File: config.mk
export PLATFORM = sky130hd
export DESIGN_NAME = bwd_ctrl
export DESIGN_NICKNAME = d
export VERILOG_FILES = /design/src/rtl/bwd_pkg.sv /design/src/rtl/bwd_tick.sv /design/src/rtl/bwd_wdog.sv /design/src/rtl/bwd_mode.sv /design/src/rtl/bwd_ctrl.sv
export SDC_FILE = /design/constraint.sdc
export NUM_CORES = 1
export LEC_CHECK = 0
export BUFFER_PORTS_ARGS = -buffer_cell sky130_fd_sc_hd__buf_4
export CORE_MARGIN = 2
export CORE_UTILIZATION = 63
export CTS_CLUSTER_SIZE = 30
export DETAILED_ROUTE_END_ITERATION = 12
export PLACE_DENSITY_LB_ADDON = 0.1
export SYNTH_ARGS = -nofsm -noshare
export SYNTH_HDL_FRONTEND = slang
export SYNTH_SLANG_ARGS = --single-unit
File: constraint.sdc
create_clock -name clk -period 7.8 [get_ports clk]
set_input_delay 1.56 -clock clk [delete_from_list [all_inputs] [get_ports clk]]
set_output_delay 1.56 -clock clk [all_outputs]
set_load 0.01 [all_outputs]
File: src/rtl/bwd_pkg.sv
package bwd_pkg;

    localparam logic [1:0] MODE_NORMAL = 2'b00;
    localparam logic [1:0] MODE_BYPASS = 2'b01;
    localparam logic [1:0] MODE_DISC   = 2'b10;

    typedef struct packed {
        logic       spare;
        logic [1:0] failsafe;
        logic       pwroff_byp;
        logic [1:0] pwrup;
        logic       disc_dis;
        logic       byp_dis;
    } cap_t;

    // returns {refused, granted_mode}
    function automatic logic [2:0] gate_mode(logic [1:0] req, cap_t cap);
        logic [2:0] r;
        case (req)
            MODE_BYPASS: r = cap.byp_dis  ? {1'b1, MODE_NORMAL} : {1'b0, MODE_BYPASS};
            MODE_DISC:   r = cap.disc_dis ? {1'b1, MODE_NORMAL} : {1'b0, MODE_DISC};
            default:     r = {1'b0, MODE_NORMAL};
        endcase
        return r;
    endfunction

endpackage

File: src/rtl/bwd_tick.sv
module bwd_tick #(
    parameter int TICK_CYCLES = 5_000_000
) (
    input  logic clk,
    input  logic rst_n,
    input  logic run_i,
    output logic tick_o
);
    localparam int PRE_W = (TICK_CYCLES > 1) ? $clog2(TICK_CYCLES) : 1;
    localparam logic [PRE_W-1:0] LAST = PRE_W'(TICK_CYCLES - 1);

    logic [PRE_W-1:0] pre_d, pre_q;

    assign tick_o = run_i && (pre_q == LAST);

    always_comb begin
        pre_d = pre_q + 1'b1;
        if (!rst_n || !run_i || tick_o) begin
            pre_d = '0;
        end
    end

    always_ff @(posedge clk) begin
        pre_q <= pre_d;
    end

    p_pre_range_r2: assert property (@(posedge clk) disable iff (!rst_n)
        pre_q <= LAST);

endmodule

File: src/rtl/bwd_wdog.sv
module bwd_wdog #(
    parameter int TICK_CYCLES = 5_000_000,
    parameter int P_W         = 4
) (
    input  logic           clk,
    input  logic           rst_n,
    input  logic           en_i,
    input  logic [P_W-1:0] exp_i,
    input  logic           reload_i,
    output logic           expired_d_o,
    output logic           expired_o
);
    localparam int CNT_W = (1 << P_W) + 1;

    typedef struct packed {
        logic [CNT_W-1:0] cnt;
        logic             expired;
    } wd_t;

    wd_t w_d, w_q;
    logic tick, run, hit;
    logic [CNT_W-1:0] lim_m1;

    assign run    = en_i && !reload_i && !w_q.expired;
    assign lim_m1 = (CNT_W'(1) << exp_i) - 1'b1;
    assign hit    = tick && (w_q.cnt == lim_m1);

    bwd_tick #(.TICK_CYCLES(TICK_CYCLES)) i_tick (
        .clk    (clk),
        .rst_n  (rst_n),
        .run_i  (run),
        .tick_o (tick)
    );

    always_comb begin
        w_d = w_q;
        if (!rst_n || reload_i || !en_i) begin
            w_d.cnt     = '0;
            w_d.expired = 1'b0;
        end else if (tick) begin
            w_d.cnt     = hit ? '0 : w_q.cnt + 1'b1;
            w_d.expired = w_q.expired | hit;
        end
    end

    always_ff @(posedge clk) begin
        w_q <= w_d;
    end

    assign expired_d_o = w_d.expired;
    assign expired_o   = w_q.expired;

    p_reload_clears_r3: assert property (@(posedge clk) disable iff (!rst_n)
        reload_i |=> (!w_q.expired && w_q.cnt == '0));

    p_disabled_quiet_r4: assert property (@(posedge clk) disable iff (!rst_n)
        !en_i |=> !w_q.expired);

    p_cnt_in_range_r2: assert property (@(posedge clk) disable iff (!rst_n)
        w_q.cnt <= lim_m1);

endmodule

File: src/rtl/bwd_mode.sv
module bwd_mode
    import bwd_pkg::*;
(
    input  logic       clk,
    input  logic       rst_n,
    input  logic       pfail_i,
    input  logic       hang_i,
    input  logic       expired_i,
    input  logic [1:0] base_i,
    input  cap_t       cap_i,
    output logic [1:0] mode_o,
    output logic       blocked_o
);
    typedef struct packed {
        logic [1:0] mode;
        logic       blocked;
    } st_t;

    st_t s_d, s_q;
    logic [1:0] req;
    logic [2:0] gated;

    always_comb begin
        if (!rst_n) begin
            req = cap_i.pwrup;
        end else if (pfail_i) begin
            req = cap_i.pwroff_byp ? MODE_BYPASS : MODE_NORMAL;
        end else if (expired_i || hang_i) begin
            req = cap_i.failsafe;
        end else begin
            req = base_i;
        end
        gated     = gate_mode(req, cap_i);
        s_d.mode    = gated[1:0];
        s_d.blocked = (rst_n ? s_q.blocked : 1'b0) | gated[2];
    end

    always_ff @(posedge clk) begin
        s_q <= s_d;
    end

    assign mode_o    = s_q.mode;
    assign blocked_o = s_q.blocked;

    p_blocked_sticky_r8: assert property (@(posedge clk) disable iff (!rst_n)
        s_q.blocked |=> s_q.blocked);

    p_mode_legal_r9: assert property (@(posedge clk) disable iff (!rst_n)
        s_q.mode != 2'b11);

endmodule

File: src/rtl/bwd_ctrl.sv
module bwd_ctrl
    import bwd_pkg::*;
#(
    parameter int TICK_CYCLES = 5_000_000,
    parameter int P_W         = 4
) (
    input  logic       clk,
    input  logic       rst_n,
    input  logic       wr_en,
    input  logic [1:0] wr_addr,
    input  logic [7:0] wr_data,
    input  logic       kick_i,
    input  logic       host_hang_i,
    input  logic       power_fail_i,
    input  logic [7:0] nv_cfg_i,
    output logic       port_cross_o,
    output logic       tx_cut_o,
    output logic       bypass_led_o,
    output logic [1:0] mode_o,
    output logic       wdt_expired_o,
    output logic       blocked_o,
    output logic [7:0] cap_cfg_o
);
    localparam logic [1:0] A_WDT  = 2'd0;
    localparam logic [1:0] A_CAP  = 2'd1;
    localparam logic [1:0] A_BASE = 2'd2;

    typedef struct packed {
        logic [P_W-1:0] p;
        logic           en;
        cap_t           cap;
        logic [1:0]     base;
    } regs_t;

    regs_t r_d, r_q;
    logic  reload, exp_d;

    always_comb begin
        r_d = r_q;
        if (!rst_n) begin
            r_d.p    = '0;
            r_d.en   = 1'b0;
            r_d.cap  = cap_t'(nv_cfg_i);
            r_d.base = nv_cfg_i[3:2];
        end else if (wr_en) begin
            case (wr_addr)
                A_WDT: begin
                    r_d.p  = wr_data[P_W-1:0];
                    r_d.en = wr_data[P_W];
                end
                A_CAP:   r_d.cap  = cap_t'(wr_data);
                A_BASE:  r_d.base = wr_data[1:0];
                default: ;
            endcase
        end
        reload = kick_i || (wr_en && (wr_addr == A_WDT || wr_addr == A_BASE));
    end

    always_ff @(posedge clk) begin
        r_q <= r_d;
    end

    bwd_wdog #(.TICK_CYCLES(TICK_CYCLES), .P_W(P_W)) i_wdog (
        .clk         (clk),
        .rst_n       (rst_n),
        .en_i        (r_q.en),
        .exp_i       (r_q.p),
        .reload_i    (reload),
        .expired_d_o (exp_d),
        .expired_o   (wdt_expired_o)
    );

    bwd_mode i_mode (
        .clk       (clk),
        .rst_n     (rst_n),
        .pfail_i   (power_fail_i),
        .hang_i    (host_hang_i),
        .expired_i (exp_d),
        .base_i    (r_d.base),
        .cap_i     (r_d.cap),
        .mode_o    (mode_o),
        .blocked_o (blocked_o)
    );

    assign port_cross_o = (mode_o == MODE_BYPASS);
    assign bypass_led_o = (mode_o == MODE_BYPASS);
    assign tx_cut_o     = (mode_o == MODE_DISC);
    assign cap_cfg_o    = r_q.cap;

    p_no_bypass_r8: assert property (@(posedge clk) disable iff (!rst_n)
        r_q.cap.byp_dis |-> !port_cross_o);

    p_no_disc_r8: assert property (@(posedge clk) disable iff (!rst_n)
        r_q.cap.disc_dis |-> !tx_cut_o);

    p_pfail_wins_r5: assert property (@(posedge clk) disable iff (!rst_n)
        (power_fail_i && !wr_en) |=>
            (mode_o == ((r_q.cap.pwroff_byp && !r_q.cap.byp_dis) ? MODE_BYPASS : MODE_NORMAL)));

    p_relays_exclusive_r9: assert property (@(posedge clk) disable iff (!rst_n)
        !(port_cross_o && tx_cut_o));

endmodule

Word level (Yosys, flattened, before mapping)
Cells that the tools add are included.
{ "totals": {"in_bits": 24, "ff_bits": 59} }
{ "classes": {"n_bitwise": 2, "shifts": 1, "n_addsub": 3, "eq_ne": 10, "n_reduce_logical": 20, "mux": 15} }
{ "op_table": {"columns": ["op", "count"], "rows": [
  ["adder 23 x 1 -> 23 bit (second input constant)", 1],
  ["== test 23 bit (second input constant)", 1],
  ["two-way mux 10 bit", 2],
  ["adder 17 x 1 -> 17 bit (second input constant)", 1],
  ["== test 17 bit", 1],
  ["two-way mux 17 bit", 1],
  ["<< shifter 1 x 4 -> 17 bit (first input constant)", 1],
  ["subtractor 17 x 1 -> 17 bit (second input constant)", 1],
  ["two-way mux 2 bit", 4],
  ["two-way mux 8 bit", 1],
  ["logical OR 1 bit", 7],
  ["== test 2 x 1 -> 1 bit (second input constant)", 3],
  ["== test 2 bit (second input constant)", 3],
  ["two-way mux 3 bit", 2],
  ["one-hot mux 3 bit (2 select lines)", 1],
  ["logical AND 1 bit", 5],
  ["zero test 1 bit", 5],
  ["two-way mux 1 bit", 4],
  ["inequality test 2 x 1 -> 1 bit (second input constant)", 2],
  ["AND reduction 2 bit", 2],
  ["zero test 2 bit", 1],
  ["bitwise OR 1 bit", 2]
]} }

Logic depth before layout (Yosys ltp)
Gate-level depths: netlist of run 1.
{ "depth": {"word_depth": 19, "ltp_mapped": 19, "mapped_depth_nobuf": 14} }

Hierarchy
From an unflattened synthesis of run 1, not the netlist that was laid out.
{ "unflattened": {"hier_cells": 417, "hier_area_um2": 3429.5} }
{ "by_module_without_submodules": {"columns": ["mod", "area_each_um2", "n_inst", "cells_per_inst"], "rows": [
  ["bwd_wdog", 1413.9, 1, 184],
  ["bwd_tick", 1119.8, 1, 131],
  ["bwd_ctrl", 699.4, 1, 81],
  ["bwd_mode", 196.4, 1, 21]
]} }

Worst setup path after synthesis of run 1
OpenSTA, ideal clock, no wires.
{ "synth_path": {"kind": "input port to flip-flop", "from": "input wr_en", "to": "register i_mode.s_q, in the netlist i_mode.blocked_o", "t_arrival_ns": 3.687, "setup_time_ns": 0.121, "n_path_buf": 1, "required_ns": 7.679, "cell_stages": 12, "setup_slack_ns": 3.992, "path_cell_list": "nor2b_1 > nor3b_1 > and4_1 > buf_6 > nor4b_4 > nand4_1 > o31ai_2 > mux2i_1 > a211o_1 > ha_1 > a22oi_1 > o21ai_0"} }
{ "synth_lines": {"columns": ["element", "line", "source"], "rows": [
  ["start: declaration", "bwd_ctrl.sv:9", "input logic wr_en,"],
  ["end signal: assignment", "bwd_mode.sv:39", "s_q <= s_d;"],
  ["end: declaration", "bwd_mode.sv:19", "st_t s_d, s_q;"]
]} }

Worst setup path after layout of run 1
{ "layout_path": {"from": "register r_q[12] (netlist name)", "to": "register i_mode.s_q, in the netlist i_mode.mode_o[1]"} }
{ "layout_via": {"elab_chain_len": 13, "elab_cells_between_ends": 14, "cone_classes": "1 x add/sub; 3 x eq/ne; 1 x shift; 6 x mux; 1 x bitwise; 2 x reduce/logical"} }
{ "layout_lines": {"columns": ["element", "line", "source"], "rows": [
  ["start: declaration", "bwd_ctrl.sv:35", "regs_t r_d, r_q;"],
  ["start signal: assignment", "bwd_ctrl.sv:60", "r_q <= r_d;"],
  ["<< shifter 1 x 4 -> 17 bit (*)", "bwd_wdog.sv:25", "assign lim_m1 = (CNT_W'(1) << exp_i) - 1'b1;"],
  ["subtractor 17 x 1 -> 17 bit (*)", "bwd_wdog.sv:25", null],
  ["== test 17 bit (*)", "bwd_wdog.sv:26", "assign hit = tick && (w_q.cnt == lim_m1);"],
  ["logical AND 1 bit (*)", "bwd_wdog.sv:26", null],
  ["bitwise OR 1 bit (*)", "bwd_wdog.sv:42", "w_d.expired = w_q.expired | hit;"],
  ["two-way mux 1 bit (*)", "bwd_wdog.sv:40", "end else if (tick) begin"],
  ["two-way mux 1 bit (*)", "bwd_wdog.sv:37", "if (!rst_n || reload_i || !en_i) begin"],
  ["logical OR 1 bit (*)", "bwd_mode.sv:28", "end else if (expired_i || hang_i) begin"],
  ["two-way mux 2 bit (*)", "bwd_mode.sv:28", null],
  ["two-way mux 2 bit (*)", "bwd_mode.sv:26", "end else if (pfail_i) begin"],
  ["two-way mux 2 bit (*)", "bwd_mode.sv:24", "if (!rst_n) begin"],
  ["== test 2 bit / == test 2 x 1 -> 1 bit (equally long branches)", "bwd_pkg.sv:19", "case (req)"],
  ["one-hot mux 3 bit (2 select lines) (*)", "bwd_pkg.sv:19", null],
  ["net i_mode.gated[1]", "bwd_mode.sv:21", "logic [2:0] gated;"]
]} }
The timed path passes the listed nets; every way through them passes the cells marked *.
A chain may end at the register's enable or synchronous reset.

==> metrics.yaml, run 1 <==
synth.area.top_cells: "dfxtp_1 33%, nor2_1 7.3%, xor2_1 5.5%, mux2i_1 4.9%, xnor2_1 4.0%"
final.setup_skew_ns: 0.0112
power_density_nw_per_um2: 171
cp.arrival_ns: 4.80
finalHoldViolCount: 0
worst-path-max-fanout: 26
grt_pass1_vias: 2835
place_hpwl_um: 5500
ys_types: 64
ys_warn_count: 0
drtIter0Drc: 200
clockBufferDepth: 2
synthCells: 435
synth_most_common_cell: "nor2_1"
drtPass1Iterations: 5
stdcell_count: 522
cts-root-buf: "clkbuf_8"
cts_tree: "built"
grt_max_degree: 35
yosysSeqAreaShare_pct: 34.0
synth-main-ff-cell: "dfxtp_1"
fmax_mhz: 220
area_growth_pct: 10.3
start_kind: "flop"
slew_viol_final: 0
antenna_found_initial: 0
antenna_cells: 0
grt_use_total_pct: 26.4
cts_resized: 0
drt-wirelength-per-cell_um: 14.8
via_count: 3065
synth_common_cells: "68 x nor2_1, 58 x dfxtp_1, 27 x nand2_1, 26 x nand3_1, 24 x a21oi_1"
globalplace.congestion: 0.898
post_cts_buffers: 0
synth_edf_count: 1
clkLatencyLatePin_ns: 0.35
peakVddDrop_uv: 160
start_util_pct: 64.4
wirelength_um: 7720
fp.dieH_um: 78.6
finalSetupTns_ns: 0
grt_setup_unrepaired: "no"
clk_pin_slew_worst_paths_ns: 0.08
cap_violations: 0
hold_path.class: "flop to flop"
dp_cells: 506
syn_area_um2: 3500
ctsHoldBuffers: 0
grt_first_pass_wirelength_um: 12900
worst_pin_slew_ns: 0.851
final_nets: 474
postRouteAntennaNets: 0
p_leak_nw: 1.42
design.core.area_um2: 5440
die_w_um: 78.6
drive_above_1_share_pct: 13.1
cts.sink_count: 59
ioPinCount: 39
pre_cts_ws_ns: 3.33
placementRows: 27
timing.slew.headroom_pct: 43.2
crit_path_end_kind: "flop"
grt_util_met2_pct: 41.7
htreeDepth: 3
die-area_um2: 6170
status: "finished clean"
use_met3_pct: 6.09
globalRoute.busiestLayer: "met2"
vias_per_cell: 5.87
overflow: 0
cp.required_ns: 8.07
syn_area_per_cell_um2: 8.05
synth_fp_nets: 464
async_flop_share_pct: 0
fin_crit_sh_pct: 58.1
drc: 0
gr-usage-met1_pct: 33.1
setup_ws_ns: 3.26
finalSetupViolCount: 0
cts_buffers: 9
crit_type: "flop to flop"
yosysTopAreaCellShare_pct: 33.2
stdcell_area_um2: 3860
synth_area_leader_cell: "dfxtp_1"
min_period_ns: 4.54
port_buffers: 38
placed_cell_area_um2: 3680
ys_seq_elements: 59
==> sequential cells by signal (all words and copies together), names as in the netlist <==
name                 count
i_wdog.i_tick.pre_q     23
i_mode.blocked_o         1
cap_cfg_o                8
i_mode.mode_o            2
i_wdog.expired_o         1
i_wdog.w_q              17
r_q                      7
==> where the power goes <==
part	total, W	internal (W)	switching (W)	leakage, nW
Clock	0.000258	0.000126	0.000132	0.0815
Combinational	0.0000871	0.0000424	0.0000447	0.862
Sequential	0.000317	0.000310	0.00000709	0.481
==> cells in the final DEF (no fill, tap or decap), drive strengths merged, types with 2 or more instances in the layout <==
| cell | Yosys | routed |
|---|---|---|
| a211o | 2 | 2 |
| a211oi | 3 | 3 |
| a21oi | 24 | 24 |
| a221oi | 2 | 2 |
| a2bb2oi | 2 | 2 |
| and2 | 8 | 8 |
| and3 | 8 | 8 |
| and4 | 3 | 3 |
| buf | 23 | 39 |
| clkbuf | 17 | 10 |
| clkinvlp | 0 | 4 |
| dfxtp | 58 | 58 |
| ha | 5 | 5 |
| inv | 11 | 13 |
| mux2i | 17 | 17 |
| nand2 | 27 | 27 |
| nand2b | 6 | 6 |
| nand3 | 26 | 26 |
| nand3b | 2 | 2 |
| nand4 | 4 | 4 |
| nor2 | 68 | 68 |
| nor2b | 10 | 10 |
| nor3 | 4 | 4 |
| nor3b | 5 | 5 |
| nor4 | 3 | 3 |
| nor4b | 6 | 6 |
| nor4bb | 3 | 3 |
| o2111a | 2 | 2 |
| o211ai | 2 | 2 |
| o21ai | 13 | 13 |
| o2bb2ai | 2 | 2 |
| o31ai | 3 | 3 |
| o41ai | 2 | 2 |
| or3 | 4 | 4 |
| xnor2 | 16 | 16 |
| xor2 | 22 | 22 |
==> final cells by class <==
cell class | count | area (um^2)
Multi-Input combinational cell | 324 | 2060
Fill cell | 448 | 1580
Timing Repair Buffer | 39 | 293
Inverter | 12 | 45.0
Clock buffer | 10 | 138
Tap cell | 72 | 90.1
Clock inverter | 6 | 47.5
Sequential cell | 59 | 1190
==> path summary, 6_finish.rpt <==
kind	startpoint	to	slack, ns	cells past startpoint
setup / recovery	r_q[12]	i_mode.mode_o[1]	3.26	13
hold / removal	i_wdog.i_tick.pre_q[0]	i_wdog.i_tick.pre_q[0]	0.47	1
setup reg to reg	r_q[12]	i_mode.mode_o[1]	3.26	13
hold reg to reg	i_wdog.i_tick.pre_q[0]	i_wdog.i_tick.pre_q[0]	0.47	1
==> critical path, stage by stage (launching register included) <==
cell and delay [ns]:
dfxtp_1 0.87, inv_1 0.25, nand3_1 0.15, ha_1 0.72
nand2_1 0.11, o41ai_1 0.36, o221ai_1 0.26, nor4b_4 0.24
nand4_1 0.14, o31ai_2 0.37, mux2i_1 0.29, a2bb2oi_1 0.21
ha_1 0.27, nor3b_1 0.20
==> metal layers <==
metal	vias up	share of wire (%)
met1	1416	45
li1	1535	-
met2	91	47
met4	0	3.3
met5	-	0
met3	23	4.7
==> kinds of logic (layout without fill, tap and decap cells) <==
| group | count (synthesis) | count (layout) | share of synthesized area [%] |
|---|---|---|---|
| AND/OR/NAND/NOR | 193 | 193 | 28.9 |
| AO/OA/AOI/OAI | 71 | 71 | 13.8 |
| flip-flops | 59 | 59 | 34.0 |
| buffers and inverters | 52 | 67 | 7.18 |
| XOR/XNOR | 38 | 38 | 9.50 |
| multiplexers | 17 | 17 | 4.86 |
| adder cells (fa/ha/maj) | 5 | 5 | 1.79 |
==> through the flow <==
step                total power, W  hold WS [ns]  util, %
CTS                       0.000669         0.472     71.0
floorplan                 0.000385         0.430        -
global route              0.000696         0.485     71.0
global placement          0.000408         0.443     67.6
finish                    0.000662         0.472     71.0
detailed placement        0.000410         0.454     67.6
Note: power is estimated with default switching activity, not from simulation.
==> run 2, diff against run 1 <==
--- a/config.mk
+++ b/config.mk
@@ -7,7 +7,7 @@
 export LEC_CHECK = 0
 export BUFFER_PORTS_ARGS = -buffer_cell sky130_fd_sc_hd__buf_4
 export CORE_MARGIN = 2
-export CORE_UTILIZATION = 63
+export CORE_UTILIZATION = 59
 export CTS_CLUSTER_SIZE = 30
 export DETAILED_ROUTE_END_ITERATION = 12
 export PLACE_DENSITY_LB_ADDON = 0.1
==> constraint.sdc (replaced) <==
create_clock -name clk -period 4.54 [get_ports clk]
set_input_delay 0.908 -clock clk [delete_from_list [all_inputs] [get_ports clk]]
set_output_delay 0.908 -clock clk [all_outputs]
set_load 0.01 [all_outputs]
==> run 2 against run 1 <==
Compared with the run above: clock power up 64%; first-iteration DRC count fell by 32%; die area increased by 6.4%; critical path type unchanged; flip-flop and latch count is the same; largest cell class unchanged.
==> metrics.yaml, run 2 (same netlist as run 1, synthesis figures left out) <==
wirelength_um: 7590  # -1.7%
timing.slew.headroom_pct: 51.0  # +7.8 points
cap_violations: 0  # unchanged
seq_power_share_pct: 48.4  # +0.5 points
htreeDepth: 3  # unchanged
grt_first_pass_wirelength_um: 12300  # -4.9%
clockBufferDepth: 2  # unchanged
min_period_ns: 4.06  # -0.473 ns
multiInputGateArea_um2: 2060  # unchanged
area_growth_pct: 10.9
antenna_cells: 0  # unchanged
p_sw_w: 0.000300  # +63%
die_w_um: 81.0  # +3.2%
ctsHoldBuffers: 0  # unchanged
drtPass1Iterations: 4  # -1
cts-root-buf: "clkbuf_8"
final_nets: 477  # +0.63%
drive_above_1_share_pct: 13.7  # +0.58 points
final_cell_mix: "68 x nor2_1, 58 x dfxtp_1, 42 x buf_4"
placementRows: 28  # +3.7%
ioPinCount: 39  # unchanged
drtIter0Drc: 137  # -32%
fin_crit_sh_pct: 89.5  # +31 points
fmax_mhz: 246  # +12%
overflow: 0  # unchanged
place_hpwl_um: 5510  # about the same
largest_reg_flops: 23  # unchanged
clkLatencyLatePin_ns: 0.34  # about the same
cts.sink_count: 59  # unchanged
status: "finished clean"
grt_max_degree: 34  # -2.9%
worst_pin_slew_ns: 0.735  # -0.116 ns
cp.arrival_ns: 4.28  # -0.52 ns
start_util_pct: 60.2  # -4.2 points
crit_path_end_kind: "flop"
dp_cells: 512  # +1.2%
seq_area_um2: 1190  # unchanged
start_kind: "flop"
slew_viol_final: 0  # unchanged
cts_buffers: 9  # unchanged
hold_path.class: "flop to flop"
p_int_w: 0.000820  # +71%
antenna_found_initial: 0  # unchanged
vias_per_cell: 5.76  # -1.8%
stdcell_count: 528  # +1.1%
post_cts_buffers: 0  # unchanged
p_leak_nw: 1.45  # +1.9%
final_common_cell: "nor2_1"
fill_cells: 517  # +15%
worst-path-max-fanout: 18  # -31%
combPwrFrac_pct: 13.7  # +0.5 points
cp.required_ns: 4.76  # -3.31 ns
cts_tree: "built"
globalplace.congestion: 0.900  # +0.22%
drc: 0  # unchanged
drt-wirelength-per-cell_um: 14.4  # -2.8%
grt_pass1_vias: 2734  # -3.6%
port_buffers: 38  # unchanged
grt_setup_unrepaired: "no"
die-area_um2: 6570  # +6.4%
peakVddDrop_uv: 219  # +37%
clk_pin_slew_worst_paths_ns: 0.07  # about the same
rrSetupSlack_ns: 0.48  # -2.79 ns
via_count: 3043  # -0.72%
cts_resized: 0  # unchanged
final.setup_skew_ns: 0.00948  # -0.00169 ns
design.core.area_um2: 5820  # +6.9%
power_density_nw_per_um2: 288  # +68%
crit_type: "flop to flop"
finalSetupViolCount: 0  # unchanged
grt_use_total_pct: 24.2  # -2.2 points
pwr-share-clk_pct: 37.8  # -1.1 points
postRouteAntennaNets: 0  # unchanged
top_register: "i_wdog.i_tick.pre_q"
swShare_pct: 26.8  # -0.99 points
finalHoldViolCount: 0  # unchanged
finalSetupTns_ns: 0  # unchanged
fp.dieH_um: 81.0  # +3.2%
-- run 2: cell count changes in the layout (fill, tap and decap cells not counted) --
cell | previous run | this run
buf_4 | 39 | 42
clkinv_2 | 0 | 3
clkinv_4 | 0 | 1
clkinvlp_4 | 4 | 1
inv_6 | 2 | 1
-- run 2: final timing paths --
kind,startpoint,end,cells after the start
worst max-delay path,r_q[11],i_mode.blocked_o,14
worst min-delay path,i_wdog.i_tick.pre_q[0],i_wdog.i_tick.pre_q[0],1
worst max register to register,r_q[11],i_mode.blocked_o,14
worst min register to register,i_wdog.i_tick.pre_q[0],i_wdog.i_tick.pre_q[0],1
-- run 2: final cells by class --
| class | instances | share of cell area, % |
|---|---|---|
| inverter | 12 | 1.16 |
| clock buffer | 10 | 3.54 |
| sequential | 59 | 30.7 |
| clock inverter | 6 | 1.03 |
| multi-input combinational | 324 | 53.0 |
| timing repair buffer | 42 | 8.12 |
| tap | 75 | 2.42 |
-- run 2: power by group through the flow --
stage / registers [W] / clock network [W] / logic [W]
2_1_floorplan: 0.000551 / 0 / 0.000110
3_3_place_gp: 0.000553 / 0 / 0.000150
3_5_place_dp: 0.000554 / 0 / 0.000152
4_1_cts: 0.000542 / 0.000435 / 0.000152
5_1_grt: 0.000544 / 0.000457 / 0.000168
6_report: 0.000542 / 0.000424 / 0.000154
-- run 2: worst max-delay path, stage by stage (launching register included) --
cell and delay [ns]:
dfxtp_1 0.69, nor2_1 0.13, nand2_1 0.10, ha_1 0.53, nand2_1 0.12, o41ai_1 0.38, o221ai_1 0.27, nor4b_4 0.25
nand4_1 0.17, o31ai_2 0.35, mux2i_1 0.16, a211o_1 0.32, ha_1 0.21, a22oi_1 0.15, o21ai_0 0.11
-- run 2: routing by layer --
metal / wire (um) / GRT usage (%) / vias up
li1: - / - / 1538
met1: 3270 / 29.9 / 1376
met2: 3560 / 37.9 / 103
met3: 462 / 7.56 / 26
met4: 293 / 12.7 / 0
met5: 0 / 0 / -
-- run 2: stage by stage --
stage | power (W) | setup slack [ns] | util, % | hold slack (ns) | instance area (um^2)
global placement | 0.000703 | 0.782 | 63.7 | 0.443 | 3700
global route | 0.00117 | 0.127 | 66.8 | 0.496 | 3880
detailed placement | 0.000705 | 0.579 | 63.7 | 0.459 | 3700
floorplan | 0.000661 | 0.970 | - | 0.430 | 3500
finish | 0.00112 | 0.477 | 66.8 | 0.469 | 3880
CTS | 0.00113 | 0.536 | 66.8 | 0.475 | 3880
==> run 3, diff against run 2 <==
--- a/config.mk
+++ b/config.mk
@@ -6,6 +6,7 @@
 export NUM_CORES = 1
 export LEC_CHECK = 0
 export BUFFER_PORTS_ARGS = -buffer_cell sky130_fd_sc_hd__buf_4
+export CORE_ASPECT_RATIO = 0.9
 export CORE_MARGIN = 2
 export CORE_UTILIZATION = 59
 export CTS_CLUSTER_SIZE = 30
==> run 3 against run 2 <==
Compared with the run above: combinational power hardly changed; critical path depth is 1 higher; global-route usage grew 0.49 points; clock skew increased by 0.0027 ns; sequential share of layout area down 0.15 points; non-clock buffer count unchanged; worst hold slack improved by 0.0035 ns; via count shrank 0.46%; first-iteration DRC count decreased by 0.73%; sequential power hardly changed; count of clock-buffer cells in the layout unchanged; routed wire length decreased by 1.2%; critical path type unchanged; critical endpoint unchanged; largest power group unchanged; highest routed layer unchanged.
==> metrics.yaml, run 3 (same netlist as run 1, synthesis figures left out) <==
critical_path.slowest_cell: "dfxtp_1"
drt-wirelength-per-cell_um: 14.3  # -0.27%
place_hpwl_um: 5490  # -0.28%
finalPower_w: 0.00118  # +5.1%
placementRows: 26  # -7.1%
min_period_ns: 3.82  # -0.246 ns
hold_path.class: "flop to flop"
cpMostUsedCell: "ha_1"
grt_max_degree: 34  # unchanged
die-area_um2: 6570  # about the same
hold_ws_ns: 0.472  # +0.00355 ns
fill_cells: 479  # -7.4%
vias_per_cell: 5.79  # +0.49%
grt_first_pass_wirelength_um: 13400  # +8.7%
final.setup_skew_ns: 0.0121  # +0.00267 ns
antenna_found_initial: 0  # unchanged
top_register: "i_wdog.i_tick.pre_q"
finalSetupTns_ns: 0  # unchanged
cp.arrival_ns: 4.05  # -0.23 ns
post_cts_buffers: 0  # unchanged
p_leak_nw: 1.46  # +0.68%
clk_pin_slew_worst_paths_ns: 0.07  # about the same
fp.dieH_um: 77.1  # -4.9%
start_kind: "flop"
via_count: 3029  # -0.46%
largest_reg_flops: 23  # unchanged
cts-root-buf: "clkbuf_8"
cts_resized: 0  # unchanged
final_cell_mix: "68 x nor2_1, 58 x dfxtp_1, 42 x buf_4"
cts_buffers: 9  # unchanged
ioPinCount: 39  # unchanged
die_w_um: 85.2  # +5.1%
htreeDepth: 3  # unchanged
overflow: 0  # unchanged
status: "finished clean"
worst-path-max-fanout: 15  # -3
grt_setup_unrepaired: "no"
crit_chain: "inv_1, nand3_1, ha_1, buf_4, nand2b_1, a211oi_1, a21oi_1, nor4b_4, nand4_1, o31ai_2, mux2i_1, a211o_1, ha_1, a22oi_1, o21ai_0"
final_nets: 477  # unchanged
design.core.area_um2: 5690  # -2.1%
timing.slew.headroom_pct: 50.0  # -1.0 points
power_density_nw_per_um2: 302  # +4.6%
ctsHoldBuffers: 0  # unchanged
finalSetupViolCount: 0  # unchanged
clockBufferDepth: 2  # unchanged
fmax_mhz: 262  # +6.4%
area_growth_pct: 11.4
peakVddDrop_uv: 231  # +5.3%
crit_path_end_kind: "flop"
clkLatencyLatePin_ns: 0.34  # about the same
wirelength_um: 7500  # -1.2%
antenna_cells: 0  # unchanged
globalplace.congestion: 0.938  # +4.3%
port_buffers: 38  # unchanged
critical-path-top-delay-family: "compound AO/OA/AOI/OAI gates"
worst_pin_slew_ns: 0.750  # +0.0150 ns
drc: 0  # unchanged
cp.required_ns: 4.77  # about the same
grt_use_total_pct: 24.7  # +0.49 points
grt_pass1_vias: 2889  # +5.7%
final_common_cell: "nor2_1"
fin_crit_sh_pct: 84.1  # -5.4 points
path_buf_inv: 2  # +2
cap_violations: 0  # unchanged
slew_viol_final: 0  # unchanged
start_util_pct: 61.5  # +1.3 points
crit_type: "flop to flop"
drtPass1Iterations: 4  # unchanged
slowest_delay_ns: 0.58  # -0.11 ns
cts.sink_count: 59  # unchanged
finalHoldViolCount: 0  # unchanged
drive_above_1_share_pct: 13.7  # unchanged
cts_tree: "built"
drtIter0Drc: 136  # -0.73%
postRouteAntennaNets: 0  # unchanged
## run 3: changes by cell type in the layout (fill, tap and decap cells not counted)
cell,before,now
bufinv_16,0,1
clkinv_2,3,2
clkinv_4,1,2
inv_6,1,0
## run 3: final cells by class
cell class              instances  area [um^2]  area share [%]
multi-input cells             324         2060            52.8
flip-flops and latches         59         1190            30.5
repair buffers                 42          315            8.08
clock buffers                  10          138            3.53
well taps                      70         87.6            2.25
clock inverters                 6         65.1            1.67
inverters                      12         45.0            1.15
## run 3: path summary, 6_finish.rpt
check                         startpoint                     end  slack (ns)  cells past startpoint
setup reg to reg                 r_q[12]        i_mode.blocked_o        0.72                     15
setup / recovery                 r_q[12]        i_mode.blocked_o        0.72                     15
hold reg to reg   i_wdog.i_tick.pre_q[0]  i_wdog.i_tick.pre_q[0]        0.47                      1
hold / removal    i_wdog.i_tick.pre_q[0]  i_wdog.i_tick.pre_q[0]        0.47                      1
## run 3: where the power goes
group	total (W)	internal (W)	switching, W
Combinational	0.000153	0.0000747	0.0000788
Clock	0.000482	0.000268	0.000214
Sequential	0.000541	0.000533	0.00000839
## run 3: through the flow
stage | setup slack, ns | cell area [um^2] | util (%) | cells
global route | 0.293 | 3900 | 68.5 | 523
global placement | 0.803 | 3700 | 65.0 | 507
detailed placement | 0.767 | 3700 | 65.0 | 507
CTS | 0.734 | 3900 | 68.5 | 523
floorplan | 0.970 | 3500 | - | 435
finish | 0.723 | 3900 | 68.5 | 523
## run 3: layer usage
metal	track usage, %	up-vias	part of all wire (%)
li1	-	1538	-
met3	6.03	11	4.7
met5	0	-	0
met1	32.7	1412	48
met2	39.0	68	47
met4	9.05	0	1.2
